### config.mk
export PLATFORM = sky130hd
export DESIGN_NAME = pad_wake_detect
export DESIGN_NICKNAME = d
export VERILOG_FILES = /design/src/rtl/pwd_pkg.sv /design/src/rtl/pwd_padsel.sv /design/src/rtl/pwd_filter.sv /design/src/rtl/pwd_core.sv /design/src/rtl/pad_wake_detect.sv
export SDC_FILE = /design/constraint.sdc
export NUM_CORES = 1
export LEC_CHECK = 0
export ABC_AREA = 1
export BUFFER_PORTS_ARGS = -buffer_cell sky130_fd_sc_hd__buf_2
export CORE_MARGIN = 5
export CORE_UTILIZATION = 60
export DETAILED_ROUTE_END_ITERATION = 8
export GPL_TIMING_DRIVEN = 0
export PLACE_DENSITY = 0.91
export RECOVER_POWER = 25
export SYNTH_ARGS = -nofsm -noshare
export SYNTH_HDL_FRONTEND = slang
export SYNTH_SLANG_ARGS = --single-unit
### constraint.sdc
create_clock -name clk -period 3.25 [get_ports clk]
set_clock_uncertainty 0.2 [all_clocks]
set_input_delay 0.65 -clock clk [delete_from_list [all_inputs] [get_ports clk]]
set_output_delay 0.65 -clock clk [all_outputs]
set_load 0.01 [all_outputs]
### src/rtl/pwd_pkg.sv
package pwd_pkg;

    typedef enum logic [2:0] {
        MD_NONE   = 3'd0,
        MD_FALL   = 3'd1,
        MD_RISE   = 3'd2,
        MD_EITHER = 3'd3,
        MD_LOW    = 3'd4,
        MD_HIGH   = 3'd5
    } wake_mode_e;

    typedef enum logic [1:0] {
        ST_OFF   = 2'd0,
        ST_EDGE  = 2'd1,
        ST_LEVEL = 2'd2
    } det_state_e;

    localparam int unsigned ModeW     = 3;
    localparam int unsigned FiltDepth = 4;

    function automatic logic mode_active(input logic [2:0] m);
        return (m == MD_FALL) || (m == MD_RISE) || (m == MD_EITHER) ||
               (m == MD_LOW)  || (m == MD_HIGH);
    endfunction

    function automatic logic mode_timed(input logic [2:0] m);
        return (m == MD_LOW) || (m == MD_HIGH);
    endfunction

endpackage

### src/rtl/pwd_padsel.sv
module pwd_padsel #(
    parameter int unsigned NMux = 32,
    parameter int unsigned NDed = 15,
    parameter int unsigned IdxW = 5
) (
    input  logic [NMux-1:0] muxed_pads,
    input  logic [NDed-1:0] ded_pads,
    input  logic            grp,
    input  logic [IdxW-1:0] idx,
    output logic            raw
);

    // Offset of the first real pad in muxed-group coding.
    localparam int unsigned MuxOfs = 2;

    always_comb begin
        raw = 1'b0;
        if (grp) begin
            for (int p = 0; p < int'(NDed); p++) begin
                if (int'(idx) == p) raw = ded_pads[p];
            end
        end else begin
            for (int p = 0; p < int'(NMux); p++) begin
                if (int'(idx) == p + int'(MuxOfs)) raw = muxed_pads[p];
            end
        end
    end

endmodule

### src/rtl/pwd_filter.sv
module pwd_filter
    import pwd_pkg::*;
(
    input  logic clk,
    input  logic rst_n,
    input  logic raw,
    input  logic filt_en,
    input  logic load,
    output logic level
);

    localparam int unsigned HistW = FiltDepth - 1;

    logic [HistW-1:0]     hist_q;
    logic [FiltDepth-1:0] window;

    assign window = {hist_q, raw};

    always_ff @(posedge clk or negedge rst_n) begin
        if (!rst_n) begin
            hist_q <= '0;
            level  <= 1'b0;
        end else if (load) begin
            hist_q <= {HistW{raw}};
            level  <= raw;
        end else begin
            hist_q <= window[HistW-1:0];
            if (!filt_en) begin
                level <= raw;
            end else if (&window) begin
                level <= 1'b1;
            end else if (~|window) begin
                level <= 1'b0;
            end
        end
    end

endmodule

### src/rtl/pwd_core.sv
module pwd_core
    import pwd_pkg::*;
#(
    parameter int unsigned CntW = 8,
    parameter int unsigned KeyW = 19
) (
    input  logic            clk,
    input  logic            rst_n,
    input  logic            en,
    input  logic [2:0]      mode,
    input  logic [CntW-1:0] thresh,
    input  logic [KeyW-1:0] cfg_key,
    input  logic            raw,
    input  logic            level,
    input  logic            clr,
    output logic            load,
    output logic            cause
);

    det_state_e      state_q, state_d;
    logic [KeyW-1:0] key_q;
    logic [CntW-1:0] cnt_q;
    logic            prev_q;
    logic            active, changed, target, match, hit;

    assign active  = en && mode_active(mode);
    assign changed = (cfg_key != key_q);
    assign target  = (mode == MD_HIGH);
    assign match   = (level == target);

    // State register.
    always_ff @(posedge clk or negedge rst_n) begin
        if (!rst_n) state_q <= ST_OFF;
        else        state_q <= state_d;
    end

    // Transitions: ARM_EDGE, ARM_LEVEL, DISARM.
    always_comb begin
        state_d = state_q;
        unique case (state_q)
            ST_OFF: begin
                if (active && !changed) begin
                    state_d = mode_timed(mode) ? ST_LEVEL : ST_EDGE;
                end
            end
            ST_EDGE, ST_LEVEL: begin
                if (!active || changed) state_d = ST_OFF;
            end
            default: state_d = ST_OFF;
        endcase
    end

    // Outputs of the state machine.
    always_comb begin
        load = 1'b0;
        hit  = 1'b0;
        unique case (state_q)
            ST_OFF: load = 1'b1;
            ST_EDGE: begin
                if (!changed) begin
                    hit = ((mode == MD_FALL)   &&  prev_q && !level) ||
                          ((mode == MD_RISE)   && !prev_q &&  level) ||
                          ((mode == MD_EITHER) && (prev_q != level));
                end
            end
            ST_LEVEL: hit = !changed && match && (cnt_q >= thresh);
            default: load = 1'b1;
        endcase
    end

    always_ff @(posedge clk or negedge rst_n) begin
        if (!rst_n) begin
            key_q  <= '0;
            prev_q <= 1'b0;
            cnt_q  <= '0;
            cause  <= 1'b0;
        end else begin
            key_q  <= cfg_key;
            prev_q <= load ? raw : level;
            if (state_q != ST_LEVEL || !match) begin
                cnt_q <= '0;
            end else if (cnt_q != {CntW{1'b1}}) begin
                cnt_q <= cnt_q + 1'b1;
            end
            cause <= (cause & ~clr) | hit;
        end
    end

endmodule

### src/rtl/pad_wake_detect.sv
module pad_wake_detect
    import pwd_pkg::*;
#(
    parameter int unsigned NDet = 8,
    parameter int unsigned NMux = 32,
    parameter int unsigned NDed = 15,
    parameter int unsigned IdxW = 5,
    parameter int unsigned CntW = 8
) (
    input  logic                 clk,
    input  logic                 rst_n,
    input  logic [NMux-1:0]      muxed_pads,
    input  logic [NDed-1:0]      ded_pads,
    input  logic [NDet-1:0]      det_en,
    input  logic [NDet*3-1:0]    det_mode,
    input  logic [NDet-1:0]      det_filt,
    input  logic [NDet-1:0]      det_grp,
    input  logic [NDet*IdxW-1:0] det_idx,
    input  logic [NDet*CntW-1:0] det_thresh,
    input  logic [NDet-1:0]      cause_clr,
    output logic [NDet-1:0]      cause,
    output logic                 wake_req
);

    localparam int unsigned KeyW = 1 + ModeW + 1 + 1 + IdxW + CntW;

    for (genvar i = 0; i < NDet; i++) begin : g_det
        logic [2:0]      mode_i;
        logic [IdxW-1:0] idx_i;
        logic [CntW-1:0] thr_i;
        logic [KeyW-1:0] key_i;
        logic            raw_i, level_i, load_i;

        assign mode_i = det_mode[i*ModeW +: ModeW];
        assign idx_i  = det_idx[i*IdxW +: IdxW];
        assign thr_i  = det_thresh[i*CntW +: CntW];
        assign key_i  = {det_en[i], mode_i, det_filt[i], det_grp[i], idx_i, thr_i};

        pwd_padsel #(.NMux(NMux), .NDed(NDed), .IdxW(IdxW)) u_sel (
            .muxed_pads (muxed_pads),
            .ded_pads   (ded_pads),
            .grp        (det_grp[i]),
            .idx        (idx_i),
            .raw        (raw_i)
        );

        pwd_filter u_filt (
            .clk     (clk),
            .rst_n   (rst_n),
            .raw     (raw_i),
            .filt_en (det_filt[i]),
            .load    (load_i),
            .level   (level_i)
        );

        pwd_core #(.CntW(CntW), .KeyW(KeyW)) u_core (
            .clk     (clk),
            .rst_n   (rst_n),
            .en      (det_en[i]),
            .mode    (mode_i),
            .thresh  (thr_i),
            .cfg_key (key_i),
            .raw     (raw_i),
            .level   (level_i),
            .clr     (cause_clr[i]),
            .load    (load_i),
            .cause   (cause[i])
        );
    end

    always_ff @(posedge clk or negedge rst_n) begin
        if (!rst_n) wake_req <= 1'b0;
        else        wake_req <= |cause;
    end

endmodule

; ---- Word level (Yosys, flattened, before mapping)
; Cells that the tools add are included.
; W data, S select, Z words.
[word_totals]
word_cells = 1186
output_inout_bits = 9
reg_bits = 281
in_bits = 209
[op_classes]
n_eq_ne = 368
reduce_logical = 241
n_mux = 480
bitwise_logic = 24
magnitude_cmp = 8
addsub = 8
[ops]
columns = cell, count
row1 = $eq A5 B5 Y1 const B, 128
row2 = $mux W1, 416
row3 = $eq A5 B4 Y1 const B, 64
row4 = $eq A5 B3 Y1 const B, 32
row5 = $ne A19 B19 Y1, 8
row6 = $mux W8, 16
row7 = $eq A5 B2 Y1 const B, 16
row8 = $logic_and A1 B1 Y1, 72
row9 = $logic_or A1 B1 Y1, 72
row10 = $add A8 B1 Y8 const B, 8
row11 = $ge A8 B8 Y1, 8
row12 = $ne A8 B8 Y1 const B, 8
row13 = $eq A3 B2 Y1 const B, 16
row14 = $eq A3 B3 Y1 const B, 16
row15 = $mux W2, 24
row16 = $eq A5 B1 Y1 const B, 8
row17 = $logic_not A1 Y1, 40
row18 = $logic_not A5 Y1, 8
row19 = $ne A2 B1 Y1 const B, 16
row20 = $ne A4 B3 Y1 const B, 8
row21 = $pmux W2 S2, 8
row22 = $reduce_and A4 Y1, 8
row23 = $reduce_or A4 Y1, 8
row24 = $eq A3 B1 Y1 const B, 8
row25 = 15 further kinds, 113

; ---- Depth between registers and ports, before layout
; Gate-level depths: netlist of run 1.
[depth]
word_depth = 37
depth_mapped = 25
ltp_nobuf = 25

; ---- Modules after synthesis
; From an unflattened synthesis of run 1, not the netlist that was laid out.
[unflattened]
cells_unflattened = 3393
area_unflattened_um2 = 22258.8
[by_module_without_submodules]
columns = module, instances, seq_area_each_um2, cells_each, area_per_inst_um2
row1 = pwd_core (g_det[0].u_core ...), 5, 775.7, 269, 1924.3
row2 = pwd_padsel, 8, 0.0, 128, 651.9
row3 = pwd_core (g_det[7].u_core), 1, 775.7, 265, 1946.9
row4 = pwd_core (g_det[6].u_core), 1, 775.7, 269, 1943.1
row5 = pwd_core (g_det[5].u_core), 1, 775.7, 266, 1941.9
row6 = pwd_filter (g_det[1].u_filt ...), 7, 100.1, 26, 188.9
row7 = pwd_filter (g_det[0].u_filt), 1, 100.1, 26, 186.4
row8 = pad_wake_detect, 1, 25.0, 16, 81.3

; ---- Worst setup path after synthesis of run 1
; OpenSTA, ideal clock, no wires.
[synth_path]
path_kind = input port to flip-flop
startpoint = input det_idx[14]
endpoint = register g_det[2].u_core.prev_q
t_arrival_ps = 2346
stages = 15
required_ps = 2931
slack_ps = 584
setup_ps = 119
path_cell_list = clkbuf_2 inv_2 buf_2 nand4_1 o21ai_1 a311oi_1 o2111ai_1 a2111oi_0 o2111ai_1 a21oi_1 nand2_1 nand2_1 nand2_1 nand2_1 nand2_1
[synth_between]
elab_chain_cells = 33
word_cells_on_any_way = 79
[synth_rtl]
columns = element, line
row1 = "start, declared", pad_wake_detect.sv:18  ; input logic [NDet*IdxW-1:0] det_idx,
row2 = $eq A5 B3 Y1, "pwd_padsel.sv:20, pwd_padsel.sv:24"
row3 = $mux W1 (30 in a row), pwd_padsel.sv:24  ; if (int'(idx) == p + int'(MuxOfs)) raw = muxed_pads[p];
row4 = $mux W1 (*), pwd_padsel.sv:18  ; if (grp) begin
row5 = net g_det[2].raw_i, pad_wake_detect.sv:32  ; logic raw_i, level_i, load_i;
row6 = $mux W1 (*), pwd_core.sv:79  ; prev_q <= load ? raw : level;
row7 = "end signal, assigned", pwd_core.sv:79
row8 = "end, declared", pwd_core.sv:23  ; logic prev_q;
; Mark *: on every way through the listed nets, which the timed path passes. The rest lies on a longest branch.
; A chain may end at the register's enable or synchronous reset.

; ---- Final worst setup path of run 1
[layout_path]
startpoint = input det_idx[39]
endpoint = register g_det[7].u_core.prev_q
[layout_between]
elab_chain_cells = 33
word_cells_on_any_way = 79
[layout_rtl]
columns = element, line
row1 = $eq A5 B3 Y1, "pwd_padsel.sv:20, pwd_padsel.sv:24"
row2 = $mux W1 (30 in a row), pwd_padsel.sv:24
row3 = $mux W1 (*), pwd_padsel.sv:18
row4 = net g_det[7].raw_i, pad_wake_detect.sv:32
row5 = $mux W1 (*), pwd_core.sv:79
row6 = "end signal, assigned", pwd_core.sv:79
row7 = "end, declared", pwd_core.sv:23
; Marked as above.

==> out/results.ini, run 1 <==
[clocking]
post_cts_buffers = 0
cts_tree = yes
cts_made_buffers = 30
clockBufferDepth = 3
cts-htree-levels = 1
clk_latency_ps = 560
path_clk_slew_ps = 60
root_buffer = clkbuf_16
clock-sinks = 281

[die]
die_w_um = 186
ioPinCount = 218
dieArea_sq_um = 34700
row_count = 64
start_util_pct = 60.8
coreArea_sq_um = 30700
die_h_um = 186

[timing]
fmax_ghz = 0.331
setup_viol = 0
tightest_slew_ps = 925
min_period_ps = 3020
slew_violations = 0
relSlewSlack_pct = 38.3
rsz0062_at_grt = false
fin_crit_sh_pct = 93.0
hold_viol_final = 0
whs_ps = 24.9

[synthesis]
postSynthCellCount = 2396
ys.flop_type = dfrtp_1
synth_xor_area_share_pct = 6.58
async_flop_share_pct = 100
synthAdderAreaFrac_pct = 6.44
synth_common_cells = 411 x nand2_1, 378 x inv_1, 281 x dfrtp_1
synthesis.area_sq_um = 18600
synth_top_cell_area_share_pct = 37.7
yosys-top-cells-area = dfrtp_1 38%, nand2_1 8.3%, inv_1 7.6%
ys_seq_area_share_pct = 37.7
synth-seq-cells = 281
synth_area_leader_cell = dfrtp_1
yosysWarnings = 0
syn_avg_cell_area_sq_um = 7.78
synth-compound-area-share_pct = 11.0
synth_top_family_by_area = simple AND/OR/NAND/NOR gates
synth.mux.area_fraction_pct = 0
yosysMostFrequentCell = nand2_1
synthSimpleGateAreaFrac_pct = 27.5
ys_types = 69
synth_edf_count = 0
syn-num-nets = 2701

[place]
dp_hpwl_um = 42900
dp.cells = 2990
place.gp.congestion = 1.01
io_buffer_count = 196
place_area_sq_um = 20200

[power_and_ir_drop]
powerDensity_nw_per_um2 = 451
ir_drop_uv = 431
p_leak_nw = 9.83
p_total_mw = 9.53

[global_routing]
grt_max_degree = 118
grtUsageTotal_pct = 32.5
antenna_found_initial = 1
overflow = 0
grt_pass1_vias = 18000
grt_pass1_wl_um = 90500

[routing]
wl_per_cell_um = 19.0
drc_errors = 0
first_iter_violations = 1807
routed_via_density = 5.99
antenna_left = 0
num_vias = 18300
drtPass1Iterations = 6
finalWirelength_um = 57800

[finish]
layout-drive-gt1-share_pct = 8.14
stdcell_area_sq_um = 21100
syn2layout_area_growth_pct = 13.3
stdcell_count = 3049
n_antenna_cell = 0
nFillCells = 2482
fin_nets = 2934

[worst_setup_path]
path_class = in2reg
crit_path_start_kind = primary input
cp-end-kind = flop
required_ps = 3490
path_max_fanout = 11
crit_arrival_ps = 3270

[run]
maxCapViolCount = 0

[outcome]
outcome = completed

[worst_hold_path]
hold_path_class = in2reg

[final timing paths]
check / startpoint / end / slack (ps) / cells after the start
setup / recovery: det_idx[39] / g_det[7].u_core.prev_q / 230 / 23
hold / removal: det_thresh[47] / g_det[5].u_core.key_q[7] / 20 / 1
setup reg to reg: g_det[0].u_core.cnt_q[0] / g_det[0].u_core.cause / 670 / 12
hold reg to reg: g_det[3].u_filt.hist_q[1] / g_det[3].u_filt.hist_q[2] / 310 / 2
max in group asynchronous: rst_n / g_det[0].u_core.state_q[1] / 1550 / 3
min in group asynchronous: rst_n / g_det[3].u_core.key_q[6] / 380 / 2
[layout by cell type, fill, tap and decap left out, types with 76 or more instances in the layout]
master    instances
nand2_1         411
inv_1           378
dfrtp_1         281
nand3_1         215
nor2_1          201
clkbuf_1        161
nand4_1         122
ha_1             96
xnor2_1          95
o21ai_0          88
nor3_1           76
[cells by family after synthesis]
group / Yosys count
xor+xnor: 140
compound gates: 317
simple gates: 1109
buf+inv: 453
flops: 281
fa+ha+maj: 96
[per-layer routing]
metal  GRT usage (%)  up-vias  routed length (um)
met4            13.0        2                2670
met1            41.9     8561               22100
met3            6.30      204                6010
met5               0        -                  13
met2            54.1      981               27000
li1                -     8505                   -
[worst max-delay path, stage by stage]
cell           delay (ps)
dlygate4sd3_1         560
clkbuf_4              240
inv_2                  90
nand4_1               100
nand3_1                80
nor2_1                 80
nand3_1                80
nor3_1                170
nand3b_1              100
nand2_1                80
nand3_1                60
nand2_1                80
nand4_1                70
nand2_1                60
nand4_1                70
nor2_1                100
nand4_1                80
nand2_1                70
nand4_1                80
nand2_1                90
nand2_1                80
nand2_1               120
nand2_1                70
[report_power, final]
part           switching [mW]  internal (mW)  total, mW
clock                    1.45           2.23       3.68
sequential              0.201           3.79       3.99
combinational            1.24          0.616       1.86
total                    2.90           6.63       9.53
[cell type report]
type	instances	area, sq um	share of cell area (%)
multi-input cells	1662	9600	45.4
well taps	396	495	2.35
plain buffers	58	526	2.49
clock buffers	37	837	3.96
clock inverters	19	243	1.15
inverters	394	1480	7.01
flip-flops and latches	281	7030	33.3
repair buffers	202	911	4.31
[flip-flops by register name (all words and copies together), names as in the netlist]
name / count
g_det.u_filt.hist_q: 24
g_det.u_filt.level: 8
wake_req: 1
g_det.u_core.prev_q: 8
g_det.u_core.state_q: 16
g_det.u_core.key_q: 152
g_det.u_core.cnt_q: 64
g_det.u_core.cause: 8
[stage by stage]
| stage | setup TNS, ps | setup WS (ps) | util (%) |
|---|---|---|---|
| 6_report | 0 | 227 | 68.9 |
| 5_1_grt | 0 | 0.557 | 68.9 |
| 4_1_cts | 0 | 129 | 69.5 |
| 3_5_place_dp | -220 | -75.5 | 65.8 |
| 3_3_place_gp | -1001340 | -3600 | 65.6 |
| 2_1_floorplan | 0 | 584 | - |
[repair_timing]
item	4_1_cts	5_1_grt
gates resized for setup	0	1
hold endpoints to repair	51	0
endpoints found under the setup margin	0	4
hold buffers	4	0
Power figures use the tool's default switching activity.
==> inputs of run 2 (changes only) <==
Clock period 3.25 ns to 3.4 ns, I/O delays scaled along.
==> out/results.ini, run 2 (same netlist as run 1, synthesis figures left out) <==
[outcome]
outcome = completed

[worst_setup_path]
crit_chain = clkbuf_1 > clkbuf_2 > buf_1 > nor4_1 > a311oi_1 > o2111ai_1 > a2111oi_0 > o2111ai_1 > a21oi_1 > nand2_1 > nand2_1 > nand2_1 > nand2_1 > nand2_1
required_ps = 3640  ; +150 ps
path_max_fanout = 10  ; -1
path_class = in2reg
crit_top_cell = nand2_1
critPathTopFamily = compound AO/OA/AOI/OAI gates
crit_path_start_kind = primary input
crit_cells = 14  ; -39%
cp-end-kind = flop
cpPeakStageDelay_ps = 560  ; about the same
crit_buf_inv = 3  ; unchanged
cpMaxStageDelayCell = a2111oi_0
rr_worst_depth = 9  ; -3
crit_arrival_ps = 3240  ; -30 ps

[power_and_ir_drop]
p_switching_mw = 2.76  ; -4.9%
sw_frac_of_total_pct = 30.3  ; -0.11 points
internal-power_mw = 6.34  ; -4.4%
p_seq_share_pct = 41.9  ; about the same
p_total_mw = 9.10  ; -4.6%
clock_power_share_pct = 38.5  ; about the same
power_frac_comb_pct = 19.5  ; about the same
powerDensity_nw_per_um2 = 431  ; -4.5%
p_leak_nw = 9.83  ; about the same
ir_drop_uv = 412  ; -4.5%

[routing]
drtPass1Iterations = 6  ; unchanged
drc_errors = 0  ; unchanged
first_iter_violations = 1945  ; +7.6%
finalWirelength_um = 57500  ; -0.52%
routed_via_density = 6.00  ; +0.24%
num_vias = 18300  ; +0.21%
wl_per_cell_um = 18.9  ; -0.49%
antenna_left = 0  ; unchanged

[finish]
stdcell_area_sq_um = 21100  ; -0.11%
nFillCells = 2482  ; unchanged
largest_reg_flops = 152  ; unchanged
top_regs = g_det.u_core.key_q x152, g_det.u_core.cnt_q x64, g_det.u_filt.hist_q x24
final_util_pct = 68.8  ; -0.073 points
final_cell_mix = 411 x nand2_1, 378 x inv_1, 281 x dfrtp_1
layout_commonest_cell = nand2_1
fin_nets = 2932  ; -0.068%
top_register = g_det.u_core.key_q
syn2layout_area_growth_pct = 13.2
layout-drive-gt1-share_pct = 8.26  ; +0.12 points

[timing]
hold_viol_final = 0  ; unchanged
tightest_slew_ps = 942  ; +17.1 ps
fin_crit_sh_pct = 88.2
relSlewSlack_pct = 37.2  ; -1.1 points
min_period_ps = 3000
whs_ps = 34.9  ; +10.0 ps
fmax_ghz = 0.333
setup_viol = 0  ; unchanged
slew_violations = 0  ; unchanged
fin_setup_tns_ps = 0  ; unchanged
rsz0062_at_grt = false

[clocking]
post_cts_buffers = 0  ; unchanged
cts-htree-levels = 1  ; unchanged
cts_made_buffers = 30  ; unchanged
cts_tree = yes
path_clk_slew_ps = 60  ; about the same
clk_latency_ps = 560  ; about the same
clock-sinks = 281  ; unchanged
root_buffer = clkbuf_16
clockBufferDepth = 3  ; unchanged

[die]
row_count = 64  ; unchanged
die_w_um = 186  ; unchanged
ioPinCount = 218  ; unchanged
coreArea_sq_um = 30700  ; unchanged
die_h_um = 186  ; unchanged
start_util_pct = 60.8  ; unchanged
dieArea_sq_um = 34700  ; unchanged

[global_routing]
grtUsageTotal_pct = 32.3  ; -0.17 points
grt_max_degree = 118  ; unchanged
grt_pass1_vias = 18000  ; -0.29%
antenna_found_initial = 1  ; unchanged
overflow = 0  ; unchanged
grt_pass1_wl_um = 90100  ; -0.51%

[place]
io_buffer_count = 196  ; unchanged
place.gp.congestion = 1.01  ; unchanged
place_area_sq_um = 20200  ; unchanged
dp_hpwl_um = 42900  ; unchanged

[run]
maxCapViolCount = 0  ; unchanged

[worst_hold_path]
hold_path_class = in2reg
holdPathStages = 1  ; unchanged

## run 2: changes by cell type in the layout (fill, tap and decap cells not counted)
cell,previous run,this run
clkbuf_4,1,0
buf_2,59,63
dlygate4sd3_1,4,1
clkbuf_1,161,159
diode_2,0,1
## run 2: timing repair
| action | 4_1_cts | 5_1_grt |
|---|---|---|
| hold endpoints to repair | 48 | 0 |
| hold buffers | 1 | 0 |
| gates resized for setup | 0 | 0 |
## run 2: per-stage QoR
| stage | instances | setup WS (ps) |
|---|---|---|
| final | 3048 | 401 |
| after CTS | 3047 | 619 |
| after global placement | 2988 | -3480 |
| after floorplan | 2396 | 704 |
| after detailed placement | 2990 | 44.5 |
| after global routing | 3047 | 247 |
## run 2: routing by layer
layer	global-route usage, %	routed length (um)	share of wire (%)	vias up
met1	41.8	22200	39	8592
met2	53.7	26600	46	989
met5	0	13	0.023	-
met3	6.26	5900	10	219
met4	12.9	2880	5.0	2
li1	-	-	-	8489
## run 2: area by class of cell
cell class,instances,area [sq um],share of cell area [%]
inverters,394,1480,7.02
flip-flops and latches,281,7030,33.3
clock buffers,37,837,3.97
diodes,1,2.50,0.0119
clock inverters,19,243,1.15
multi-input cells,1662,9600,45.5
repair buffers,199,881,4.17
plain buffers,59,531,2.51
well taps,396,495,2.35
## run 2: path summary, 6_finish.rpt
check | startpoint | to | slack (ps)
max in group asynchronous | rst_n | g_det[0].u_core.cnt_q[7] | 1660
setup / recovery | det_idx[14] | g_det[2].u_filt.hist_q[2] | 400
min in group asynchronous | rst_n | g_det[3].u_core.key_q[6] | 410
setup reg to reg | g_det[7].u_core.key_q[1] | g_det[7].u_core.state_q[1] | 820
hold / removal | det_thresh[15] | g_det[1].u_core.key_q[7] | 30
hold reg to reg | g_det[3].u_filt.hist_q[1] | g_det[3].u_filt.hist_q[2] | 310
## run 2: power by group through the flow
stage                     Combinational, mW  Clock (mW)  Sequential (mW)
final                                  1.78        3.51             3.82
after global placement                 1.65           0             3.84
after detailed placement               1.74           0             3.87
after floorplan                        1.09           0             3.82
after CTS                              1.77        3.56             3.81
after global routing                   1.96        3.70             3.84
==> inputs of run 3 (changes only) <==
Settings changed: BUFFER_PORTS_ARGS -buffer_cell sky130_fd_sc_hd__buf_2 to -buffer_cell sky130_fd_sc_hd__buf_4.
==> out/results.ini, run 3 (same netlist as run 1, synthesis figures left out) <==
[timing]
relSlewSlack_pct = 36.6  ; -0.61 points
setup_viol = 0  ; unchanged
fin_ws_ps = 459  ; +58.0 ps
min_period_ps = 2940  ; -58.0 ps
fin_crit_sh_pct = 86.5  ; -1.7 points
tightest_slew_ps = 952  ; +9.20 ps
rsz0062_at_grt = false
hold_viol_final = 0  ; unchanged
fmax_ghz = 0.340  ; +2.0%
slew_violations = 0  ; unchanged

[global_routing]
overflow = 0  ; unchanged
grt_pass1_vias = 18000  ; +0.16%
grt_pass1_wl_um = 91200  ; +1.3%
antenna_found_initial = 0  ; -1
grtUsageTotal_pct = 32.7  ; +0.39 points
grt_max_degree = 122  ; +3.4%

[die]
die_w_um = 186  ; unchanged
row_count = 64  ; unchanged
start_util_pct = 60.8  ; unchanged
ioPinCount = 218  ; unchanged
dieArea_sq_um = 34700  ; unchanged
die_h_um = 186  ; unchanged
coreArea_sq_um = 30700  ; unchanged

[finish]
final_util_pct = 69.1  ; +0.25 points
layout_commonest_cell = nand2_1
fin_nets = 2932  ; unchanged
final_cell_mix = 411 x nand2_1, 378 x inv_1, 281 x dfrtp_1
largest_reg_flops = 152  ; unchanged
top_register = g_det.u_core.key_q
stdcell_count = 3047  ; -0.033%
layout-drive-gt1-share_pct = 8.04  ; -0.22 points
top_regs = g_det.u_core.key_q x152, g_det.u_core.cnt_q x64, g_det.u_filt.hist_q x24
syn2layout_area_growth_pct = 13.6
stdcell_area_sq_um = 21200  ; +0.36%

[routing]
drtPass1Iterations = 6  ; unchanged
routed_via_density = 5.95  ; -0.77%
first_iter_violations = 1922  ; -1.2%
antenna_left = 0  ; unchanged
drc_errors = 0  ; unchanged
finalWirelength_um = 57300  ; -0.34%
num_vias = 18100  ; -0.80%
wl_per_cell_um = 18.8  ; -0.30%

[power_and_ir_drop]
powerDensity_nw_per_um2 = 421  ; -2.4%
ir_drop_uv = 374  ; -9.2%
p_leak_nw = 9.84  ; +0.14%

[worst_setup_path]
crit_arrival_ps = 3180  ; -60 ps
cp-end-kind = flop
path_class = in2reg
required_ps = 3640  ; about the same
rr_worst_depth = 12  ; +3
path_max_fanout = 7  ; -3
crit_path_start_kind = primary input

[clocking]
cts_tree = yes
cts-htree-levels = 1  ; unchanged
clk_latency_ps = 560  ; about the same
cts_resized = 0  ; unchanged
clockBufferDepth = 3  ; unchanged
cts_made_buffers = 30  ; unchanged
clock-sinks = 281  ; unchanged
root_buffer = clkbuf_16
path_clk_slew_ps = 60  ; about the same

[outcome]
outcome = completed

[place]
place.gp.congestion = 1.04  ; +3.3%
dp.cells = 2990  ; unchanged
place_area_sq_um = 20700  ; +2.4%
dp_hpwl_um = 42600  ; -0.80%
pre_cts_slack_ps = 34.6  ; -9.85 ps
io_buffer_count = 196  ; unchanged

[worst_hold_path]
hold_path_class = in2reg
holdPathStages = 1  ; unchanged

[run]
maxCapViolCount = 0  ; unchanged

## run 3: final timing paths
check | start | end | slack (ps)
max in group asynchronous | rst_n | g_det[0].u_core.state_q[0] | 1660
min in group asynchronous | rst_n | g_det[3].u_core.key_q[4] | 410
max reg2reg | g_det[0].u_core.cnt_q[0] | g_det[0].u_core.cause | 770
min | det_thresh[15] | g_det[1].u_core.key_q[7] | 60
max | det_idx[11] | g_det[2].u_filt.hist_q[2] | 460
min reg2reg | g_det[5].u_filt.hist_q[0] | g_det[5].u_filt.hist_q[1] | 310
## run 3: final cells by class
cell class / instances / area [sq um]
Antenna cell: 1 / 2.50
Buffer: 59 / 531
Clock buffer: 45 / 867
Clock inverter: 10 / 140
Fill cell: 2557 / 9490
Inverter: 394 / 1480
Multi-Input combinational cell: 1662 / 9600
Sequential cell: 281 / 7030
Tap cell: 396 / 495
Timing Repair Buffer: 199 / 1030
## run 3: report_power, final
group          total, mW  internal (mW)  switching [mW]
clock               3.32           1.98            1.33
sequential          3.82           3.62           0.193
combinational       1.78          0.603            1.18
## run 3: per-layer routing
metal	GRT usage [%]	vias up	wire length [um]
met2	52.6	948	25900
met4	12.1	0	2540
li1	-	8503	-
met5	0	-	0
met1	43.3	8491	22400
met3	7.68	202	6510
## run 3: metrics by stage
step	TNS, ps	hold WS [ps]	total power [mW]
final	0	55.4	8.92
after global routing	0	40.0	9.34
after CTS	0	15.1	9.00
after detailed placement	0	293	5.67
after global placement	-221930	281	5.55
after floorplan	0	184	4.90
## run 3: worst max-delay path, stage by stage
cell and delay, ps:
clkbuf_1 160, buf_2 210, nor2_1 110, inv_1 170
nor2_1 90, nand2_1 80, nor2_1 40, nor2_1 100
nand3_1 80, nor2_1 90, nand4_1 80, nor2_1 170
nand4_1 100, nand2_1 80, nand4_1 80, nor2_1 90
nand4_1 90, nand2_1 70, nand4_1 80, nand2_1 80
nand3_1 80, nand2_1 90, nand2_1 80, nand2_1 110
nand2_1 70
## run 3: what timing repair did
item,CTS,global route
setup buffers,0,0
endpoints found under the hold margin,44,0
hold buffers,1,0
